===== config.mk =====
export PLATFORM = sky130hd
export DESIGN_NAME = csr_irq_wmask
export DESIGN_NICKNAME = d
export VERILOG_FILES = /design/src/rtl/csr_irq_pkg.sv /design/src/rtl/csr_irq_decode.sv /design/src/rtl/csr_irq_regs.sv /design/src/rtl/msip_bus_port.sv /design/src/rtl/csr_irq_wmask.sv
export SDC_FILE = /design/constraint.sdc
export NUM_CORES = 1
export LEC_CHECK = 0
export BUFFER_PORTS_ARGS = -buffer_cell sky130_fd_sc_hd__buf_2
export CAP_MARGIN = 40
export CORE_ASPECT_RATIO = 0.5
export CORE_MARGIN = 10
export CORE_UTILIZATION = 48
export DETAILED_ROUTE_END_ITERATION = 10
export PLACE_DENSITY = 0.86
export SETUP_SLACK_MARGIN = 0.1
export SLEW_MARGIN = 20
export SYNTH_ARGS = -nofsm -noshare
export SYNTH_HDL_FRONTEND = slang
export SYNTH_SLANG_ARGS = --single-unit

===== constraint.sdc =====
create_clock -name clk -period 9 [get_ports clk]
set_input_delay 1.8 -clock clk [delete_from_list [all_inputs] [get_ports clk]]
set_output_delay 1.8 -clock clk [all_outputs]
set_load 0.02 [all_outputs]

===== src/rtl/csr_irq_pkg.sv =====
package csr_irq_pkg;
  localparam int BIT_SSIP = 1;
  localparam int BIT_MSIP = 3;
  localparam int BIT_STIP = 5;
  localparam int BIT_MTIP = 7;
  localparam int BIT_SEIP = 9;
  localparam int BIT_COP  = 12;
  localparam int PAGE_SHIFT = 12;

  localparam logic [11:0] ADR_SIE   = 12'h104;
  localparam logic [11:0] ADR_STVEC = 12'h105;
  localparam logic [11:0] ADR_SPTBR = 12'h180;
  localparam logic [11:0] ADR_MIE   = 12'h304;
  localparam logic [11:0] ADR_MIP   = 12'h344;

  typedef enum logic [2:0] {
    SEL_NONE, SEL_PEND, SEL_EN, SEL_SEN, SEL_PTB, SEL_VEC
  } reg_sel_e;

  function automatic int phys_bits(input int xlen);
    return (xlen == 64) ? 50 : 34;
  endfunction
endpackage


===== src/rtl/csr_irq_decode.sv =====
module csr_irq_decode
  import csr_irq_pkg::*;
(
  input  logic        clk,
  input  logic        rst_n,
  input  logic        acc_en,
  input  logic        acc_we,
  input  logic [11:0] acc_addr,
  output reg_sel_e    sel,
  output logic        wr_go,
  output logic        illegal_q
);
  always_comb begin
    case (acc_addr)
      ADR_MIP:   sel = SEL_PEND;
      ADR_MIE:   sel = SEL_EN;
      ADR_SIE:   sel = SEL_SEN;
      ADR_SPTBR: sel = SEL_PTB;
      ADR_STVEC: sel = SEL_VEC;
      default:   sel = SEL_NONE;
    endcase
  end

  logic hit;
  assign hit   = (sel != SEL_NONE);
  assign wr_go = acc_en && acc_we && hit;

  always_ff @(posedge clk or negedge rst_n) begin
    if (!rst_n) illegal_q <= 1'b0;
    else        illegal_q <= acc_en && !hit;
  end

  // flag only follows an access to an unknown address
  p_illegal_cause_r8: assert property (@(posedge clk) disable iff (!rst_n)
    illegal_q |-> $past(acc_en && (sel == SEL_NONE)));
endmodule


===== src/rtl/csr_irq_regs.sv =====
module csr_irq_regs
  import csr_irq_pkg::*;
#(
  parameter int XLEN = 64
) (
  input  logic            clk,
  input  logic            rst_n,
  input  logic            wr_go,
  input  reg_sel_e        sel,
  input  logic [XLEN-1:0] wdata,
  input  logic [XLEN-1:0] deleg,
  input  logic            sw_set_v,
  input  logic            sw_set_val,
  output logic [XLEN-1:0] pend_q,
  output logic [XLEN-1:0] en_q,
  output logic [XLEN-1:0] ptb_q,
  output logic [XLEN-1:0] vec_q
);
  localparam int PPN_W = phys_bits(XLEN) - PAGE_SHIFT;
  localparam logic [XLEN-1:0] PEND_WM = XLEN'((1 << BIT_SSIP) | (1 << BIT_STIP));
  localparam logic [XLEN-1:0] EN_WM   = XLEN'((1 << BIT_SSIP) | (1 << BIT_STIP) |
                                              (1 << BIT_SEIP) | (1 << BIT_COP)  |
                                              (1 << BIT_MSIP) | (1 << BIT_MTIP));
  localparam logic [XLEN-1:0] PPN_M   = {{(XLEN-PPN_W){1'b0}}, {PPN_W{1'b1}}};

  logic [XLEN-1:0] pend_n, en_n, ptb_n, vec_n, en_src;

  always_comb begin
    pend_n = pend_q;
    en_n   = en_q;
    ptb_n  = ptb_q;
    vec_n  = vec_q;
    en_src = (en_q & ~deleg) | (wdata & deleg);
    if (wr_go) begin
      case (sel)
        SEL_PEND: pend_n = (pend_q & ~PEND_WM) | (wdata & PEND_WM);
        SEL_EN:   en_n   = (en_q & ~EN_WM) | (wdata & EN_WM);
        SEL_SEN:  en_n   = (en_q & ~EN_WM) | (en_src & EN_WM);
        SEL_PTB:  ptb_n  = wdata & PPN_M;
        SEL_VEC:  vec_n  = {wdata[XLEN-1:2], 2'b00};
        default:  ;
      endcase
    end
    if (sw_set_v) pend_n[BIT_MSIP] = sw_set_val;
  end

  always_ff @(posedge clk or negedge rst_n) begin
    if (!rst_n) begin
      pend_q <= '0;
      en_q   <= '0;
      ptb_q  <= '0;
      vec_q  <= '0;
    end else begin
      pend_q <= pend_n;
      en_q   <= en_n;
      ptb_q  <= ptb_n;
      vec_q  <= vec_n;
    end
  end

  p_pend_guard_r1: assert property (@(posedge clk) disable iff (!rst_n)
    !sw_set_v |=> ((pend_q & ~PEND_WM) == ($past(pend_q) & ~PEND_WM)));
  p_en_mask_r2: assert property (@(posedge clk) disable iff (!rst_n)
    (en_q & ~EN_WM) == '0);
  p_ptb_width_r4: assert property (@(posedge clk) disable iff (!rst_n)
    (ptb_q & ~PPN_M) == '0);
  p_vec_align_r5: assert property (@(posedge clk) disable iff (!rst_n)
    vec_q[1:0] == 2'b00);
  p_sw_bus_only_r6: assert property (@(posedge clk) disable iff (!rst_n)
    !sw_set_v |=> $stable(pend_q[BIT_MSIP]));
endmodule


===== src/rtl/msip_bus_port.sv =====
module msip_bus_port #(
  parameter int OFF_W = 4
) (
  input  logic             clk,
  input  logic             rst_n,
  input  logic             req_v,
  input  logic             req_we,
  input  logic [OFF_W-1:0] req_off,
  input  logic [7:0]       req_byte,
  output logic             set_v,
  output logic             set_val,
  output logic             rsp_v,
  output logic             rsp_ok
);
  assign set_v   = req_v && req_we && (req_off == '0);
  assign set_val = req_byte[0];

  always_ff @(posedge clk or negedge rst_n) begin
    if (!rst_n) begin
      rsp_v  <= 1'b0;
      rsp_ok <= 1'b0;
    end else begin
      rsp_v  <= req_v;
      rsp_ok <= set_v;
    end
  end

  p_read_reject_r7: assert property (@(posedge clk) disable iff (!rst_n)
    (req_v && !req_we) |=> (rsp_v && !rsp_ok));
  p_rsp_follows_r6: assert property (@(posedge clk) disable iff (!rst_n)
    rsp_v |-> $past(req_v));
endmodule


===== src/rtl/csr_irq_wmask.sv =====
module csr_irq_wmask
  import csr_irq_pkg::*;
#(
  parameter int XLEN      = 64,
  parameter int BUS_OFF_W = 4
) (
  input  logic                 clk,
  input  logic                 rst_n,
  input  logic                 csr_en,
  input  logic                 csr_we,
  input  logic [11:0]          csr_addr,
  input  logic [XLEN-1:0]      csr_wdata,
  output logic [XLEN-1:0]      csr_rdata,
  output logic                 csr_illegal,
  input  logic [XLEN-1:0]      irq_deleg,
  input  logic                 bus_valid,
  input  logic                 bus_we,
  input  logic [BUS_OFF_W-1:0] bus_off,
  input  logic [7:0]           bus_wbyte,
  output logic                 bus_rsp_valid,
  output logic                 bus_rsp_ok,
  output logic [XLEN-1:0]      irq_pending,
  output logic [XLEN-1:0]      irq_enable
);
  reg_sel_e        sel;
  logic            wr_go, sw_set_v, sw_set_val;
  logic [XLEN-1:0] pend_q, en_q, ptb_q, vec_q;

  csr_irq_decode u_dec (
    .clk(clk), .rst_n(rst_n), .acc_en(csr_en), .acc_we(csr_we),
    .acc_addr(csr_addr), .sel(sel), .wr_go(wr_go), .illegal_q(csr_illegal)
  );

  msip_bus_port #(.OFF_W(BUS_OFF_W)) u_bus (
    .clk(clk), .rst_n(rst_n), .req_v(bus_valid), .req_we(bus_we),
    .req_off(bus_off), .req_byte(bus_wbyte), .set_v(sw_set_v),
    .set_val(sw_set_val), .rsp_v(bus_rsp_valid), .rsp_ok(bus_rsp_ok)
  );

  csr_irq_regs #(.XLEN(XLEN)) u_regs (
    .clk(clk), .rst_n(rst_n), .wr_go(wr_go), .sel(sel), .wdata(csr_wdata),
    .deleg(irq_deleg), .sw_set_v(sw_set_v), .sw_set_val(sw_set_val),
    .pend_q(pend_q), .en_q(en_q), .ptb_q(ptb_q), .vec_q(vec_q)
  );

  always_comb begin
    case (sel)
      SEL_PEND: csr_rdata = pend_q;
      SEL_EN:   csr_rdata = en_q;
      SEL_SEN:  csr_rdata = en_q & irq_deleg;
      SEL_PTB:  csr_rdata = ptb_q;
      SEL_VEC:  csr_rdata = vec_q;
      default:  csr_rdata = '0;
    endcase
  end

  assign irq_pending = pend_q;
  assign irq_enable  = en_q;

  // an illegal access leaves every register unchanged
  p_illegal_nochange_r8: assert property (@(posedge clk) disable iff (!rst_n)
    (csr_en && sel == SEL_NONE && !bus_valid) |=> ($stable(en_q) && $stable(ptb_q) &&
                                                   $stable(vec_q) && $stable(pend_q)));
endmodule


; ---- After elaboration in Yosys (flattened, before gate mapping)
; Index checks and enable logic that the tools add are counted.
[word_totals]
ff_bits = 231
in_bits = 158
wordCells = 48
output_inout_bits = 195
[classes]
reduce_logical = 16
n_eq_ne = 10
n_mux = 6
n_bitwise = 8
[ops]
columns = operator, count
row1 = case mux 64 bit (5 select lines), 1
row2 = OR 64 x 13 -> 64 bit, 2
row3 = case mux 64 bit (2 select lines), 1
row4 = bitwise AND 64 bit, 1
row5 = OR 64 x 6 -> 64 bit, 1
row6 = equality test 12 x 9 -> 1 bit (second input constant), 3
row7 = bitwise AND 13 bit, 2
row8 = equality test 12 x 10 -> 1 bit (second input constant), 2
row9 = case mux 3 bit (5 select lines), 1
row10 = NOT 13 bit, 1
row11 = OR 13 bit, 1
row12 = AND reduction 2 bit, 5
row13 = 2-to-1 mux 4 bit, 2
row14 = equality test 3 x 2 -> 1 bit (second input constant), 2
row15 = equality test 3 bit (second input constant), 2
row16 = nonzero test 2 bit, 3
row17 = logical AND 1 bit, 5
row18 = zero test 4 bit, 1
row19 = equality test 3 x 1 -> 1 bit (second input constant), 1
row20 = nonzero test 3 bit, 1
row21 = zero test 1 bit, 1
row22 = 2-to-1 mux 1 bit, 1

; ---- Longest topological paths before layout
[depth]
ltp_word = 6
mapped_depth = 7
mapped_depth_nobuf = 4

; ---- Cells and area by module
; Synthesis repeated with hierarchy kept, for this count alone.
[hier_totals]
cells_unflattened = 706
area_unflattened_um2 = 7679.9
[modules_own_cells]
columns = module, instances, area_per_inst_um2, seq_area_each_um2, cells_per_inst
row1 = csr_irq_regs, 1, 5257.5, 2727.6, 393
row2 = csr_irq_wmask, 1, 2192.1, 0.0, 288
row3 = csr_irq_decode, 1, 151.4, 25.0, 20
row4 = msip_bus_port, 1, 78.8, 50.0, 5

; ---- Worst setup path after synthesis
; Ideal clock, no wire load.
[synth_path]
kind = input-to-output
startpoint = input csr_addr[11]
endpoint = output csr_rdata[38]
cell_stages = 6
path_buffers = 2
arrival_time_ps = 3803
slack_ps = 3397
t_required_ps = 7200
path_cell_list = or4b_4 > or4_1 > buf_2 > a21oi_1 > clkbuf_1 > and2_1
[synth_between]
elab_chain_len = 4
word_cells_on_any_way = 12
cone_classes = 10 x eq/ne / 2 x mux
[synth_rtl]
columns = item, line_no
row1 = start: declaration, csr_irq_wmask.sv:11  ; input logic [11:0] csr_addr,
row2 = equality test 12 x 9 -> 1 bit / equality test 12 x 10 -> 1 bit (equally long branches), csr_irq_decode.sv:14  ; case (acc_addr)
row3 = case mux 3 bit (5 select lines) *, csr_irq_decode.sv:14
row4 = "equality test 3 bit, or another cell as far along", csr_irq_wmask.sv:47  ; case (sel)
row5 = case mux 64 bit (5 select lines) *, csr_irq_wmask.sv:47
row6 = end: declaration, csr_irq_wmask.sv:13  ; output logic [XLEN-1:0] csr_rdata,
; Mark *: on every way between the ends. The rest lies on a longest branch, timed or not.

; ---- Worst setup path in the final report
[layout_path]
startpoint = input csr_addr[11]
endpoint = output csr_rdata[50]
; The elaborated chain is that of the path after synthesis.

==> reports/results.txt <==
For this run, design rule violations remaining after detail routing come to 0. From synthesis to final layout, the design area changed by 14.90%. The worst-case IR drop observed on VDD is 0.09748 mV. For the count of cells resized by post-cts repair, the log shows 0. The run finished with clean final reports. The worst path setup slack after routing was 2.830 ns; the number of core rows was 29. Yosys attributes the largest share of cell area to sky130_fd_sc_hd__dfrtp_1 45%, sky130_fd_sc_hd__mux2_2 17%, sky130_fd_sc_hd__buf_4 14%. The power density of the placed cells is 139.2 mW/mm2, and the placement-stage cell area is 0.006800 mm2. Synthesis inferred 112 register bits.

The first global-routing pass estimated 26,140 um of wire. The die outline height was 100.3 um. For this run, the detailed router's first-pass iteration total came to 5.

For the weighted congestion reported at the end of routability-driven placement, the log shows 0.9256. The worst setup path is launched from an input pin. Cell at the root of the clock tree: sky130_fd_sc_hd__clkbuf_16.

The tools report the post-detailed-route count of antenna-violating nets as 0. Yosys mapped the design onto 39 distinct sky130hd cell types. The logs give 0.33 ns for the clock latency of the later-clocked register in the worst-skew pair and 0.006190 mm2 for the synthesized cell area. Adding up every negative setup slack in the final design gives 0 ns. For this design the static power due to leakage is 3.755 nW. Total clock buffers created by CTS: 9. The number of synthesized flops with an enable pin was 0; the via count of the first global-routing pass was 4,913.

The critical path is of the in2out type. The final number of max-transition violations came out at 0. Measured against its own limit, the worst slew margin works out to 44.33%. Across the run, the number of max-cap violations was 0.

Before CTS, the worst setup slack after placement is 2.840 ns. Global routing used 17.24% of the available tracks. The transition at the pin with the smallest max-transition slack was 0.8274 ns. In this run the worst hold path is classified as reg2reg. The dominant cell type by area after synthesis was sky130_fd_sc_hd__dfrtp_1. The via density per instance is 5.091, and the clock slew seen by the registers of the worst setup and hold paths is 0.07 ns. The tools report the placed instance count as 880. The post-CTS setup-driven buffer insertion count was 0; the largest net degree at the start of global routing was 63. Among cell families on the critical path, the largest total delay comes from simple AND/OR/NAND/NOR gates. Of the post-synthesis cell area, the dominant cell type holds 45.28%. The tools report the post-synthesis instance total as 563. For the effective utilization at floorplan, the log shows 49.02%. Share of synthesized flip-flops with an asynchronous set or reset: 100.0%.

The count of input and output buffers was 168; the placeable core region was 0.01263 mm2. CTS saw 112 sinks. The most frequent cell on the critical path is sky130_fd_sc_hd__buf_2.

For this run the aggregate overflow at the end of global routing stands at 0. At the end of the flow, the number of nets in the layout was 881. The number of antenna violations at the first check in global routing was 0; the number of H-tree levels was 3. Sequential cells were found to cover 45.28% of the synthesized design area. Violation count after the first detailed-route iteration: 321. The top cell types in the final layout, fill and taps aside, are 168 x sky130_fd_sc_hd__buf_2, 119 x sky130_fd_sc_hd__conb_1, 112 x sky130_fd_sc_hd__dfrtp_1. The chip width is 180.6 um. The sum of net half-perimeters after detailed placement is 12,580 um, and the final routed wire length divided by cell count is 18.59 um. The post-route minimum period was 6.170 ns. At the worst endpoint, the required time is 7.20 ns. No sink is reached through more buffers than the 2 on the longest clock path. The post-route fraction of the period consumed by the critical path works out to 68.56%. The I/O pin count was 353. The run gives 0 as the hold violation total from the final report. Setup repair after global routing left no endpoint under its margin.

STA classifies the critical path endpoint as an output pin. On the final layout, the worst clock skew is 0 ns. Data arrives at the worst endpoint at 4.37 ns.

For the finished layout cell area, the log shows 0.007112 mm2. The most frequent standard cell in the layout excluding fill and tap cells was sky130_fd_sc_hd__buf_2. The average cell area after synthesis was 10.99 um2; the die area was 0.01811 mm2.

TritonCTS built the clock tree. Wires add up to 16,670 um. The slowest stage cell on the critical path is sky130_fd_sc_hd__or4b_4. In this design, the stage delay of the slowest critical-path cell is 0.57 ns. Once layout is complete, the cells apart from fillers number 897. The maximum net fanout on the critical path is 36, and the maximum clock frequency is 162.1 MHz. For this design, the CTS-stage hold fixing added 0 buffers.

The fraction of final layout cells with drive strength greater than 1 is 40.50%. The most used flip-flop cell after synthesis is sky130_fd_sc_hd__dfrtp_1. Counting both buffers and inverters, the worst setup path holds a total of 4.

The number of endpoints failing setup at the final stage was 0. The tools report the via count as 4,567. Traced cell by cell, the critical path runs through buf_2 > or4b_4 > or4_1 > buf_4 > a21oi_2 > buf_6 > and2_1 > buf_2. Number of warning messages in the yosys log: 0.
==> routing by layer <==
metal | vias to the layer above | global-route usage [%] | routed length, um
met2 | 222 | 33.41 | 9235
met4 | 0 | 5.890 | 312
met5 | - | 0 | 0
li1 | 2047 | - | -
met1 | 2264 | 17.80 | 5860
met3 | 34 | 4.632 | 1263
==> flip-flops by register name, summed over array words and instances (netlist names), named ones only <==
signal	cells
u_regs.ptb_q	38
u_regs.pend_q	3
u_bus.rsp_v	1
u_dec.illegal_q	1
u_regs.vec_q	62
u_bus.rsp_ok	1
==> kinds of logic (layout without fill, tap and decap cells) <==
logic type             count (synthesis)  after routing  share of synthesized area, %
other                                  1            120                       0.06058
muxes                                109            109                         19.83
AOI/OAI and AO/OA                     89             89                         8.450
DFF                                  112            112                         45.28
and+or+nand+nor                       96             96                         8.874
buffers and inverters                156            201                         17.51
==> power breakdown <==
| part | total, mW | internal (mW) | switching (mW) |
|---|---|---|---|
| clock | 0.390 | 0.215 | 0.176 |
| sequential | 0.506 | 0.505 | 0.00119 |
| combinational | 0.0938 | 0.0198 | 0.0740 |
==> Yosys cell counts (2+ instances only) <==
master / instances
sky130_fd_sc_hd__buf_2: 5
sky130_fd_sc_hd__o21ai_0: 32
sky130_fd_sc_hd__clkbuf_1: 20
sky130_fd_sc_hd__nand2_1: 13
sky130_fd_sc_hd__a21oi_1: 38
sky130_fd_sc_hd__o41ai_1: 6
sky130_fd_sc_hd__dfrtp_1: 112
sky130_fd_sc_hd__o221ai_1: 5
sky130_fd_sc_hd__mux2_2: 92
sky130_fd_sc_hd__a22oi_1: 3
sky130_fd_sc_hd__and3_1: 3
sky130_fd_sc_hd__and2_1: 27
sky130_fd_sc_hd__and4_1: 2
sky130_fd_sc_hd__nor2_1: 2
sky130_fd_sc_hd__mux2_1: 17
sky130_fd_sc_hd__inv_1: 5
sky130_fd_sc_hd__or2_2: 2
sky130_fd_sc_hd__buf_6: 6
sky130_fd_sc_hd__nand3_1: 31
sky130_fd_sc_hd__o2111ai_1: 2
sky130_fd_sc_hd__buf_4: 119
sky130_fd_sc_hd__nor4_1: 4
==> layout make-up <==
cell class | instances | area, um2
Antenna cell | 1 | 2.502
Clock buffer | 10 | 229.0
Clock inverter | 4 | 55.05
Fill cell | 1037 | 5515
Inverter | 5 | 18.77
Multi-Input combinational cell | 413 | 2775
Sequential cell | 112 | 2803
Tap cell | 170 | 212.7
Timing Repair Buffer | 182 | 1016
==> worst paths after layout <==
kind	depth (start not counted)	endpoint	slack [ns]	startpoint
min	1	u_regs.vec_q[45]	0.48	u_regs.vec_q[45]
min in group asynchronous	1	u_regs.ptb_q[18]	1.39	rst_n
min reg2reg	1	u_regs.vec_q[45]	0.48	u_regs.vec_q[45]
max reg2reg	1	u_regs.vec_q[36]	8.21	u_regs.vec_q[36]
max in group asynchronous	3	u_regs.vec_q[49]	6.45	rst_n
max	8	csr_rdata[50]	2.83	csr_addr[11]
==> through the flow <==
stage	hold WS, ns	util (%)	total power, mW
3_5_place_dp	0.4695	53.85	0.6063
4_1_cts	0.4857	56.10	0.9997
5_1_grt	0.5066	56.30	1.031
3_3_place_gp	0.4588	52.98	0.6026
2_1_floorplan	0.4489	-	0.6069
6_report	0.4839	56.32	0.9903
(Power assumes the default switching activity.)
